[src/rtl/sb_pkg.sv]
// Package: shared types for the switch box.
// Assumes: nothing beyond IEEE 1800-2017.
package sb_pkg;

    // Configuration action selected in a cycle; swap outranks shift.
    typedef enum logic [1:0] {
        CFG_HOLD  = 2'd0,
        CFG_SHIFT = 2'd1,
        CFG_SWAP  = 2'd2
    } cfg_op_e;

endpackage

[src/rtl/sb_cfg_chain.sv]
// Module: shadow chain plus active select registers.
// Shifts the shadow chain one bit per cycle and exchanges shadow and
// active copies on swap. Swap has priority over shift.
// Assumes: TOT >= 2; synchronous active-low reset.
module sb_cfg_chain #(
    parameter int TOT = 16
) (
    input  logic           clk,
    input  logic           rst_n,
    input  logic           scan_en,
    input  logic           swap,
    input  logic           scan_in,
    output logic           scan_out,
    output logic [TOT-1:0] active_sel
);
    import sb_pkg::*;

    logic [TOT-1:0] shadow_q;
    logic [TOT-1:0] active_q;
    cfg_op_e        op;

    // Decode the action for this cycle.
    always_comb begin
        if (swap)         op = CFG_SWAP;
        else if (scan_en) op = CFG_SHIFT;
        else              op = CFG_HOLD;
    end

    // Update the shadow chain and the active copy.
    always_ff @(posedge clk) begin
        if (!rst_n) begin
            shadow_q <= '0;
            active_q <= '0;
        end else begin
            case (op)
                CFG_SWAP: begin
                    shadow_q <= active_q;
                    active_q <= shadow_q;
                end
                CFG_SHIFT: shadow_q <= {shadow_q[TOT-2:0], scan_in};
                default: ;
            endcase
        end
    end

    assign scan_out   = shadow_q[TOT-1];
    assign active_sel = active_q;

endmodule

[src/rtl/sb_out_mux.sv]
// Module: one output selector.
// Picks candidate k = sel, i.e. input (OUT_IDX + k) mod N, when sel < P,
// otherwise drives zero. Purely combinational.
// Assumes: 2 <= P <= N.
module sb_out_mux #(
    parameter int N       = 8,
    parameter int DW      = 4,
    parameter int P       = 3,
    parameter int SW      = 2,
    parameter int OUT_IDX = 0
) (
    input  logic [N*DW-1:0] in_flat,
    input  logic [SW-1:0]   sel,
    output logic [DW-1:0]   dout
);

    // Compare the select against each candidate and forward the match.
    always_comb begin
        dout = '0;
        for (int k = 0; k < P; k++) begin
            if (sel == SW'(k)) dout = in_flat[((OUT_IDX + k) % N)*DW +: DW];
        end
    end

endmodule

[src/rtl/sb_switch_box.sv]
// Module: four-sided routing switch box (top).
// Flattens the side ports, instantiates one selector per output and the
// shadow configuration chain. Data path is combinational.
// Assumes: every side has at least one input and one output; 2 <= P <= N.
module sb_switch_box #(
    parameter int DW   = 4,
    parameter int NI_N = 2,
    parameter int NI_S = 2,
    parameter int NI_W = 2,
    parameter int NI_E = 2,
    parameter int MO_N = 2,
    parameter int MO_S = 2,
    parameter int MO_W = 2,
    parameter int MO_E = 2,
    parameter int P    = 3
) (
    input  logic             clk,
    input  logic             rst_n,
    input  logic             scan_en,
    input  logic             swap,
    input  logic             scan_in,
    input  logic [NI_N*DW-1:0] in_n,
    input  logic [NI_S*DW-1:0] in_s,
    input  logic [NI_W*DW-1:0] in_w,
    input  logic [NI_E*DW-1:0] in_e,
    output logic             scan_out,
    output logic [MO_N*DW-1:0] out_n,
    output logic [MO_S*DW-1:0] out_s,
    output logic [MO_W*DW-1:0] out_w,
    output logic [MO_E*DW-1:0] out_e
);
    localparam int N   = NI_N + NI_S + NI_W + NI_E;
    localparam int M   = MO_N + MO_S + MO_W + MO_E;
    localparam int SW  = (P > 1) ? $clog2(P) : 1;
    localparam int TOT = M * SW;

    logic [N*DW-1:0] in_flat;
    logic [M*DW-1:0] out_flat;
    logic [TOT-1:0]  sel_vec;

    assign in_flat = {in_e, in_w, in_s, in_n};

    sb_cfg_chain #(.TOT(TOT)) u_cfg (
        .clk        (clk),
        .rst_n      (rst_n),
        .scan_en    (scan_en),
        .swap       (swap),
        .scan_in    (scan_in),
        .scan_out   (scan_out),
        .active_sel (sel_vec)
    );

    for (genvar j = 0; j < M; j++) begin : g_out
        sb_out_mux #(.N(N), .DW(DW), .P(P), .SW(SW), .OUT_IDX(j)) u_mux (
            .in_flat (in_flat),
            .sel     (sel_vec[j*SW +: SW]),
            .dout    (out_flat[j*DW +: DW])
        );
    end

    assign out_n = out_flat[0                  +: MO_N*DW];
    assign out_s = out_flat[MO_N*DW            +: MO_S*DW];
    assign out_w = out_flat[(MO_N+MO_S)*DW     +: MO_W*DW];
    assign out_e = out_flat[(MO_N+MO_S+MO_W)*DW +: MO_E*DW];

endmodule

[config.mk]
export PLATFORM = sky130hd
export DESIGN_NAME = sb_switch_box
export DESIGN_NICKNAME = d
export VERILOG_FILES = /design/src/rtl/sb_pkg.sv /design/src/rtl/sb_cfg_chain.sv /design/src/rtl/sb_out_mux.sv /design/src/rtl/sb_switch_box.sv
export SDC_FILE = /design/constraint.sdc
export NUM_CORES = 1
export LEC_CHECK = 0
export BUFFER_PORTS_ARGS = -buffer_cell sky130_fd_sc_hd__clkbuf_2
export CAP_MARGIN = 20
export CORE_MARGIN = 3
export CORE_UTILIZATION = 30
export CTS_CLUSTER_SIZE = 20
export DETAILED_ROUTE_END_ITERATION = 7
export PLACE_DENSITY = 0.65
export SETUP_SLACK_MARGIN = 0.2
export SYNTH_ARGS = -nofsm -noshare
export SYNTH_HDL_FRONTEND = slang
export SYNTH_SLANG_ARGS = --single-unit
[constraint.sdc]
create_clock -name clk -period 0.86 [get_ports clk]
set_input_delay 0 -clock clk [delete_from_list [all_inputs] [get_ports clk]]
set_output_delay 0 -clock clk [all_outputs]
set_load 0.03 [all_outputs]
# [Word level (Yosys, flattened, before mapping)]
# Index checks and enable logic that the tools add are counted.
[op_classes] n_reduce_logical=9 n_lt_le_gt_ge=0 add_sub_neg=0 n_div=0 shift=0 eq_ne=18 muxes=27 n_bitwise=0 multipliers=0
[ops] operator="$mux 4" count=24
[ops] operator="$pmux 16 s2" count=1
[ops] operator="$eq 2x1->1 const B" count=9
[ops] operator="$eq 2x2->1 const B" count=9
[ops] operator="$logic_not 2->1" count=8
[ops] operator="$mux 2" count=1
[ops] operator="$reduce_bool 2->1" count=1
[ops] operator="$mux 1" count=1
[totals] memories=0 ramBits=0 out_inout_bits=33 latchBits=0 romBits=0 inputBits=37 elab_cells=56 regBits=32

# [Depth between registers and ports, before layout]
[depth] depth_word=4 depth_mapped=4 depth_no_buf=2

# [By module]
# From an unflattened synthesis, not the netlist that was laid out.
[hier_totals] cells_unflattened=202 area_unflattened_um2=2249.7
[modules_own_cells] mod="sb_cfg_chain" instances=1 area_per_inst_um2=1448.9 cells_per_inst=122 seq_area_each_um2=640.6
[modules_own_cells] mod="sb_out_mux" instances=8 area_per_inst_um2=100.1 cells_per_inst=10 seq_area_each_um2=0.0

# [Worst setup path after synthesis]
# No wires, ideal clock.
[synth_timing] path_kind="register to output" start="reg u_cfg.active_q[13] (netlist: u_cfg.active_sel[13])" end="out out_e[0]" required_ps=860 path_buffers=1 slack_ps=-310 arrival_time_ps=1170 stages_incl_launch_ff=4 path_cell_list="dfxtp_1 > clkbuf_1 > mux2i_1 > o2bb2ai_1"
[synth_between] elab_chain_len=4 word_cells_on_any_way=6 cone_classes="2 x eq/ne; 3 x mux; 1 x reduce/logical"
[synth_lines] item="start: declaration" line_no="sb_cfg_chain.sv:19" text="logic [TOT-1:0] active_q;"
[synth_lines] item="start signal: assignment" line_no="sb_cfg_chain.sv:38" text="active_q <= shadow_q;"
[synth_lines] item="$logic_not 2->1" line_no="sb_out_mux.sv:21" text="if (sel == SW'(k)) dout = in_flat[((OUT_IDX + k) % N)*DW +: DW];"
[synth_lines] item="$mux 4 (2 in series)" line_no="sb_out_mux.sv:21"
[synth_lines] item="$mux 4 (*)" line_no="sb_out_mux.sv:21"
[synth_lines] item="end: declaration" line_no="sb_switch_box.sv:30" text="output logic [MO_E*DW-1:0] out_e"
# Mark *: on every way between the ends. The rest lies on a longest branch, timed or not.

# [Final worst setup path]
[layout_timing] start="reg u_cfg.active_q[1] (netlist: u_cfg.active_sel[1])" end="out out_n[3]"
[layout_between] elab_chain_len=4 word_cells_on_any_way=6 cone_classes="2 x eq/ne; 3 x mux; 1 x reduce/logical"
[layout_lines] item="$logic_not 2->1" line_no="sb_out_mux.sv:21"
[layout_lines] item="$mux 4 (2 in series)" line_no="sb_out_mux.sv:21"
[layout_lines] item="$mux 4 (*)" line_no="sb_out_mux.sv:21"
[layout_lines] item="end: declaration" line_no="sb_switch_box.sv:27" text="output logic [MO_N*DW-1:0] out_n,"
# Marked as above.

==> metrics.yaml <==
fin_crit_sh_pct: 148
crit_required_ns: 0.86
path_max_fanout: 7
place_congestion: 0.762
num_vias: 1968
synth.largest_area_cell: "dfxtp_1"
powerDensity_nw_per_um2: 1090
yosys-top-cells-count: "mux2i_1 (48), dfxtp_1 (32), o2bb2ai_1 (32)"
dr.pass1.iters: 4
drive_gt1_share_pct: 78.2
antenna_found_initial: 0
area_delta_synth_final_pct: 104
routed_wl_mm: 7.03
tightest_slew_ns: 0.285
cts_buffer_depth: 2
start_kind: "register"
slowest_stage: "dfxtp_4"
maxSlewViolCount: 0
synth.distinct_cells: 13
min-delay-path-class: "in2reg"
die_x_um: 90.3
setup_viol: 50
criticalPathCategory: "reg2out"
status: "finished, violations left"
slowest_delay_ns: 0.40
cts_buffers: 5
ys_seq_elements: 32
synth_top_area_share_pct: 30.1
final_core_utilization_pct: 63.7
viasPerCell: 4.99
synth-edff-count: 0
drtAntennaViolNets: 0
ctsHtreeMaxLevel: 2
synth_most_common_cell: "mux2i_1"
io_buffers: 69
multi_input_area_um2: 2320
worstSetupEndpointType: "output pin"
place_hpwl_mm: 5.22
drt_iter0_drc: 80
synthFlopType: "dfxtp_1"
die_area_um2: 8150
overflow: 0
ff_latch_area_um2: 723
fp.dieH_um: 90.3
crit_arrival_ns: 1.28
avgRoutedWirePerCell_um: 17.8
path_cells: "nor2b_4 -> o2bb2ai_4 -> clkbuf_8"
vdd_drop_max_uv: 833
rows: 30
synthArstFlopShare_pct: 0
max_clock_freq_mhz: 783
finalHoldViolations: 0
max_slew_margin_pct: 81.0
clk_latency_ns: 0.28
yosysSeqAreaShare_pct: 30.1
skew_ns: 0.00210
fillCellCount: 514
grt_max_degree: 33
postCtsHoldBufs: 0
synth_area_um2: 2130
insertedDiodeCount: 0
clock-root-buffer: "clkbuf_8"
rsz0062_at_grt: "yes"
clock_sinks: 32
clkTransAtPathRegs_ns: 0.06
nets: 334
coreArea_um2: 6830
post-route-min-period_ns: 1.28
start_util_pct: 31.2
worst_slack_ns: -0.417
grt_pass1_vias: 2096
grt_pass1_wl_mm: 11.3
drc: 0
dpl_cell_area_um2: 3640
dp_slack_ns: -0.392
yosys_warnings: 0
track_usage_pct: 17.7
avgSynthCellArea_um2: 10.5
drv_cap: 0
postLayoutCellArea_um2: 4350
synth_fp_nets: 239
io_pins: 70
violations: "negative setup slack"
leakage_nw: 1.79
netlist_instances: 202
cts_tree: "built"
yosys-top-cells-area: "dfxtp_1 (30%), mux2i_1 (23%), o2bb2ai_1 (13%)"
[per-layer routing]
metal | vias up | global-route usage [%] | part of all wire [%]
met5 | - | 0 | 0
met4 | 0 | 4.97 | 1.2
met3 | 7 | 3.17 | 3.3
met2 | 39 | 30.6 | 53
met1 | 970 | 22.6 | 43
li1 | 952 | - | -
[repair_timing]
item                                   CTS  global route
setup endpoints to repair               65            65
buffers inserted                         3             2
pin swaps                                4             3
gates resized for setup                127            43
endpoints found under the hold margin    0             0
[stage by stage]
step	setup TNS [ns]	hold slack (ns)	cells	total power [mW]
2_1_floorplan	-0.845	0.127	202	2.69
3_3_place_gp	-11.79	0.353	381	3.18
3_5_place_dp	-12.73	0.354	381	3.20
4_1_cts	-13.99	0.0500	392	4.69
5_1_grt	-15.11	0.0775	394	4.98
6_report	-13.21	0.0605	394	4.76
[state kept, by name, summed over array words and instances (netlist names)]
register,count
u_cfg.shadow_q,16
u_cfg.active_sel,16
[worst max-delay path: cells and delay by family (launching register included)]
kind            cells  cell delay, ns
compound gates      1            0.15
buf+inv             1            0.17
flops               1            0.40
simple gates        1            0.28
[power by group]
part	switching [mW]	internal [mW]
sequential	0.0956	1.53
combinational	0.936	1.02
clock	0.535	0.652
[cell families (layout without fill, tap and decap cells)]
group	after synthesis	in the layout	synth area share (%)
flip-flops	32	32	30.1
multiplexers	64	64	32.8
AND/OR/NAND/NOR	40	40	11.8
buffers and inverters	18	114	4.70
AO/OA/AOI/OAI	48	48	20.7
[final timing paths]
path | start | end | slack [ns] | cells past startpoint
setup reg to reg | u_cfg.active_sel[11] | u_cfg.shadow_q[11] | -0.13 | 4
hold reg to reg | u_cfg.shadow_q[4] | u_cfg.active_sel[4] | 0.54 | 2
setup / recovery | u_cfg.active_sel[1] | out_n[3] | -0.42 | 3
hold / removal | scan_in | u_cfg.shadow_q[0] | 0.06 | 3
[final cells by class]
class | instances | share of cell area, %
clock buffer | 8 | 2.07
multi-input combinational | 152 | 53.3
sequential | 32 | 16.6
tap | 96 | 2.76
timing repair buffer | 106 | 25.3
[cell usage in the layout (no fill, tap or decap), types with 15 or more instances in the layout]
| cell | netlist | final |
|---|---|---|
| clkbuf_2 | 0 | 38 |
| buf_8 | 0 | 35 |
| o2bb2ai_4 | 0 | 32 |
| buf_6 | 1 | 18 |
| dfxtp_4 | 0 | 17 |
| mux2i_2 | 0 | 16 |
| mux2i_4 | 0 | 16 |
| o211a_1 | 16 | 16 |
| mux2i_1 | 48 | 16 |
| nor2b_1 | 24 | 16 |
| nand2b_1 | 16 | 15 |
| dfxtp_2 | 0 | 15 |
No activity file was read; power rests on OpenSTA's default activity.
